--- config.mk ---
export PLATFORM = sky130hd
export DESIGN_NAME = can_mode_seq
export DESIGN_NICKNAME = d
export VERILOG_FILES = /design/src/rtl/can_mode_seq.sv
export SDC_FILE = /design/constraint.sdc
export NUM_CORES = 1
export LEC_CHECK = 0
export ABC_CLOCK_PERIOD_IN_PS = 2000
export BUFFER_PORTS_ARGS = -buffer_cell sky130_fd_sc_hd__buf_2
export CAP_MARGIN = 10
export CORE_UTILIZATION = 46
export DETAILED_ROUTE_END_ITERATION = 16
export HOLD_SLACK_MARGIN = 0.06
export PLACE_DENSITY = 0.76
export SKIP_LAST_GASP = 1
export SYNTH_ARGS = -nofsm -noshare
export SYNTH_HDL_FRONTEND = slang
export SYNTH_SLANG_ARGS = --single-unit
--- constraint.sdc ---
create_clock -name clk -period 2 [get_ports clk]
set_input_delay 0.4 -clock clk [delete_from_list [all_inputs] [get_ports clk]]
set_output_delay 0.4 -clock clk [all_outputs]
set_load 0.05 [all_outputs]
--- src/rtl/can_mode_seq.sv ---
module can_mode_seq #(
  parameter int IDLE_BITS = 11,
  parameter int IRQ_W     = 8,
  parameter int WAKE_BIT  = 0
) (
  input  logic             clk,
  input  logic             rst_n,
  input  logic [2:0]       req_mode,
  input  logic             tx_busy,
  input  logic             bus_rx,
  input  logic             bit_tick,
  output logic [2:0]       cur_mode,
  output logic             tx_en,
  output logic             ack_en,
  output logic             loop_sel,
  output logic             accept_bad,
  output logic             clk_en,
  output logic             err_clr,
  output logic [IRQ_W-1:0] irq_mask
);
  localparam int CW = $clog2(IDLE_BITS + 1);
  localparam logic [CW-1:0] IDLE_MAX = CW'(IDLE_BITS);
  localparam logic [2:0] M_CFG = 3'd0, M_DIS = 3'd1, M_NRM = 3'd2,
                         M_LSN = 3'd3, M_LPB = 3'd4, M_ERR = 3'd5;
  localparam logic [IRQ_W-1:0] WAKE_ONLY = IRQ_W'(1) << WAKE_BIT;

  logic [CW-1:0] idle_cnt;
  logic [2:0]    mode, nxt;
  wire bus_idle = (idle_cnt == IDLE_MAX);

  always_ff @(posedge clk or negedge rst_n)
    if (!rst_n)                 idle_cnt <= '0;
    else if (bit_tick && !bus_rx) idle_cnt <= '0;
    else if (bit_tick && !bus_idle) idle_cnt <= idle_cnt + 1'b1;

  always_comb begin
    nxt = mode;
    case (req_mode)
      M_CFG: if (!tx_busy) nxt = M_CFG;
      M_DIS: if (mode == M_CFG || bus_idle) nxt = M_DIS;
      M_NRM, M_LSN, M_LPB, M_ERR: nxt = req_mode;
      default: nxt = mode;
    endcase
  end

  always_ff @(posedge clk or negedge rst_n)
    if (!rst_n) mode <= M_CFG;
    else        mode <= nxt;

  assign cur_mode   = mode;
  assign tx_en      = (mode == M_NRM);
  assign ack_en     = (mode == M_NRM);
  assign loop_sel   = (mode == M_LPB);
  assign accept_bad = (mode == M_LSN) || (mode == M_ERR);
  assign clk_en     = (mode != M_DIS);
  assign err_clr    = (mode == M_CFG);
  assign irq_mask   = (mode == M_DIS) ? WAKE_ONLY : {IRQ_W{1'b1}};
endmodule

==> summary.md <==
### Finish
• 0 — number of inserted diodes
• 743 sq um — Layout Cell Area excl Fill
• 17.4% — area growth from synthesis to layout
• 100 — Post-layout nets
• 116 — fill cell total of the finished layout
• 37.9% — proportion of layout cells with a drive suffix above 1
• 102 — Non-Filler Instances

### GRT
• 17.1% — global router's overall resource usage
• 400 — vias in the first global route
• 1860 um — wire length of the first global-routing pass
• 0 — number of antenna violations at the first check in global routing
• 0 — overflow left after global routing
• 10 — pin count of the biggest net entering global routing

### Routing
• 1180 um — total wire length after detailed routing
• 11.5 um — wire length per cell after detailed routing
• 7 — DRT iter0 DRCs
• 5.61 — vias per cell
• 0 — remaining antenna violation count
• 4 — 1st-pass router iterations
• 572 — total number of vias
• 0 — total DRC errors in the routed layout

### Floorplanning
• 1530 sq um — area of the die
• 39.1 um — Die W
• 1280 sq um — area of the core region
• 39.1 um — die height
• 25 — number of top-level pins
• 13 — row count
• 49.3% — effective utilization at floorplan

### Timing
• 0 — final hold violations
• 0 — number of setup violations in the final report
• 438 ps — WHS
• 86.5% — period utilisation layout
• 1730 ps — minimum clock period after layout
• 0.578 GHz — maximum frequency from static timing analysis
• no — unrepaired setup endpoints after global routing
• 2.16 ps — worst setup skew after layout
• 269 ps — post-route setup slack
• 0 — Final Slew Violations

### Critical path
• 1330 ps — critical path data arrival time
• 9 — largest driver fanout on the critical path
• output pin — element type at the critical path end
• register — startpoint type of the worst setup path
• err_clr — timing endpoint of the critical path
• cur_mode[2]$_DFFE_PN0P_ — endpoint of the lowest-slack register-to-register path
• idle_cnt[1]$_DFFE_PN0P_ — Crit Reg-Reg Startpoint
• register to output pin — class of the most critical setup path
• cur_mode[1]$_DFFE_PN0P_ — Critical path origin
• 4 — path depth of the worst reg2reg path
• 410 ps — flop-to-flop setup slack
• 1600 ps — data required time of the critical path

### Clock network
• 7 — number of sinks driven by the clock tree
• sky130_fd_sc_hd__clkbuf_4 — root buffer cell
• 240 ps — Worst-Skew Late Latency
• done — CTS tree
• 50 ps — clock slew at reported path FFs
• 2 — maximum buffer depth of the clock tree
• 1 — CTS H-Tree Depth
• 0 — number of gates given a new drive strength after cts
• 3 — Inserted Clock Buffers

### Synthesis
• 34 — Synth cell types
• 81 — post-synthesis net count
• 69 — synthesized netlist cell count
• 7 — number of register bits inferred by synthesis
• 7.91% — adder and majority gate portion of the synthesized area
• 9.18 sq um — Avg Cell Area, Syn
• 28.1% — share of synthesized cell area in and, or, nand and nor gates
• 17.8% — compound-cell area share of the yosys netlist
• simple AND/OR/NAND/NOR gates — dominant combinational cell family by area after synthesis
• 27.7% — sequential area share after synthesis
• 1.58% — mux contribution to synthesized area
• sky130_fd_sc_hd__dfrtp_1 — most area-hungry cell type in the Yosys netlist
• 0 — Synth warnings
• 1.38% — XOR/XNOR Fraction of Synth Area
• 27.7% — area fraction of the dominant cell type after synthesis
• sky130_fd_sc_hd__dfrtp_1 28%, sky130_fd_sc_hd__buf_4 11%, sky130_fd_sc_hd__ha_1 7.9%, sky130_fd_sc_hd__inv_1 3.6%, sky130_fd_sc_hd__nor3b_1 3.6% — biggest area contributors in the synthesized netlist
• 633 sq um — Post-Syn Area

### Min path
• input pin to register — class of the worst hold path

### Power and ir drop
• 0.644 mW — Final Total Pwr
• 0.409 nW — Leak
• 0.418 mV — maximum vdd ir drop
• 866 nW/um^2 — power per unit of standard cell area

### Placed design
• 97 — total instance count after detailed placement
• 0.787 — global placer's final weighted congestion
• 23 — number of buffers inserted by port buffering
• 909 um — post-detailed-placement half-perimeter wirelength
• 410 ps — worst slack, placed
• 707 sq um — placed cell areas

### Run
• 0 — count of max-cap constraint violations

### Outcome
• finished, final reports clean — run status

-- how the worst min path moves through the flow --
stage / from / to / depth (start not counted)
2_1_floorplan: rst_n / cur_mode[0]$_DFFE_PN0P_ / 0
3_3_place_gp: rst_n / idle_cnt[3]$_DFFE_PN0P_ / 1
3_5_place_dp: rst_n / idle_cnt[3]$_DFFE_PN0P_ / 1
4_1_cts: bit_tick / idle_cnt[3]$_DFFE_PN0P_ / 2
5_1_grt: bit_tick / idle_cnt[3]$_DFFE_PN0P_ / 2
6_report: bit_tick / idle_cnt[3]$_DFFE_PN0P_ / 2
-- cells in the final DEF, fill, tap and decap left out, drive strengths merged --
| master | instances |
|---|---|
| inv | 6 |
| nand2b | 1 |
| nor2 | 2 |
| nor3 | 1 |
| buf | 23 |
| a311o | 1 |
| nor3b | 3 |
| o21bai | 1 |
| a32o | 2 |
| mux2i | 1 |
| dfrtp | 7 |
| nor2b | 3 |
| and2 | 1 |
| xor2 | 1 |
| o21ai | 3 |
| o221ai | 1 |
| o211a | 1 |
| nand3 | 4 |
| a2bb2oi | 1 |
| and2b | 1 |
| nand3b | 2 |
| nand2 | 1 |
| conb | 1 |
| nor4bb | 1 |
| o211ai | 2 |
| o22ai | 1 |
| nor4b | 1 |
| clkbuf | 4 |
| nand4 | 3 |
| and3b | 1 |
| ha | 4 |
| a221o | 1 |
| dlygate4sd3 | 1 |
-- layer usage --
layer  GRT usage (%)  part of all wire [%]  vias up
met1            28.3                    48      261
met5               0                     0        -
met3            1.73                   8.3        0
met4               0                     0        0
li1                -                     -      279
met2            24.6                    43       32
-- synthesized netlist by cell type --
cell / instances
sky130_fd_sc_hd__a221o_1: 1
sky130_fd_sc_hd__a2bb2oi_1: 1
sky130_fd_sc_hd__a311o_1: 1
sky130_fd_sc_hd__a32o_1: 1
sky130_fd_sc_hd__a32o_2: 1
sky130_fd_sc_hd__and2_1: 1
sky130_fd_sc_hd__and2b_1: 1
sky130_fd_sc_hd__and3b_2: 1
sky130_fd_sc_hd__buf_2: 1
sky130_fd_sc_hd__buf_4: 9
sky130_fd_sc_hd__conb_1: 1
sky130_fd_sc_hd__dfrtp_1: 7
sky130_fd_sc_hd__ha_1: 4
sky130_fd_sc_hd__inv_1: 6
sky130_fd_sc_hd__mux2i_1: 1
sky130_fd_sc_hd__nand2_1: 1
sky130_fd_sc_hd__nand2b_1: 1
sky130_fd_sc_hd__nand3_1: 4
sky130_fd_sc_hd__nand3b_1: 1
sky130_fd_sc_hd__nand3b_4: 1
sky130_fd_sc_hd__nand4_1: 3
sky130_fd_sc_hd__nor2_1: 2
sky130_fd_sc_hd__nor2b_1: 3
sky130_fd_sc_hd__nor3_2: 1
sky130_fd_sc_hd__nor3b_1: 3
sky130_fd_sc_hd__nor4b_1: 1
sky130_fd_sc_hd__nor4bb_1: 1
sky130_fd_sc_hd__o211a_1: 1
sky130_fd_sc_hd__o211ai_1: 2
sky130_fd_sc_hd__o21ai_0: 3
sky130_fd_sc_hd__o21bai_1: 1
sky130_fd_sc_hd__o221ai_1: 1
sky130_fd_sc_hd__o22ai_1: 1
sky130_fd_sc_hd__xor2_1: 1
-- metrics by stage --
step	utilization [%]	setup TNS [ps]
after floorplan	-	-314
after global placement	55.0	0
after detailed placement	55.0	0
after CTS	57.8	0
after global routing	57.8	0
final	57.8	0
-- layout make-up --
type                       count  area [sq um]  share of cell area [%]
sequential                     7           175                    23.6
inverter                       6          22.5                    3.03
tap                           15          18.8                    2.53
timing repair buffer          24           125                    16.8
clock buffer                   4          26.3                    3.54
multi-input combinational     46           375                    50.5
-- kinds of logic (layout without fill, tap and decap cells) --
logic type               Yosys count  after routing
AND/OR/NAND/NOR                   25             25
multiplexers                       1              1
other                              1              1
buffers and inverters             16             34
AO/OA/AOI/OAI                     14             14
flip-flops                         7              7
adder cells (fa/ha/maj)            4              4
XOR/XNOR                           1              1
-- sequential cells by signal (all words and copies together), names as in the netlist --
| signal | count |
|---|---|
| cur_mode | 3 |
| idle_cnt | 4 |
-- report_power, final --
part	switching (mW)	leakage, nW	total, mW	internal [mW]
Clock	0.0502	0.0150	0.126	0.0760
Sequential	0.0362	0.0913	0.198	0.162
Combinational	0.233	0.303	0.319	0.0864
Total	0.320	0.409	0.644	0.324
-- repair_timing --
action,in CTS,in global routing
buffers inserted,0,0
hold buffers,1,0
endpoints found under the hold margin,7,0
-- critical path, cell delays in order, from the launching register on --
cell and delay [ps]:
sky130_fd_sc_hd__dfrtp_1 480, sky130_fd_sc_hd__nor3_2 290, sky130_fd_sc_hd__buf_2 320
Power figures use the tool's default switching activity.
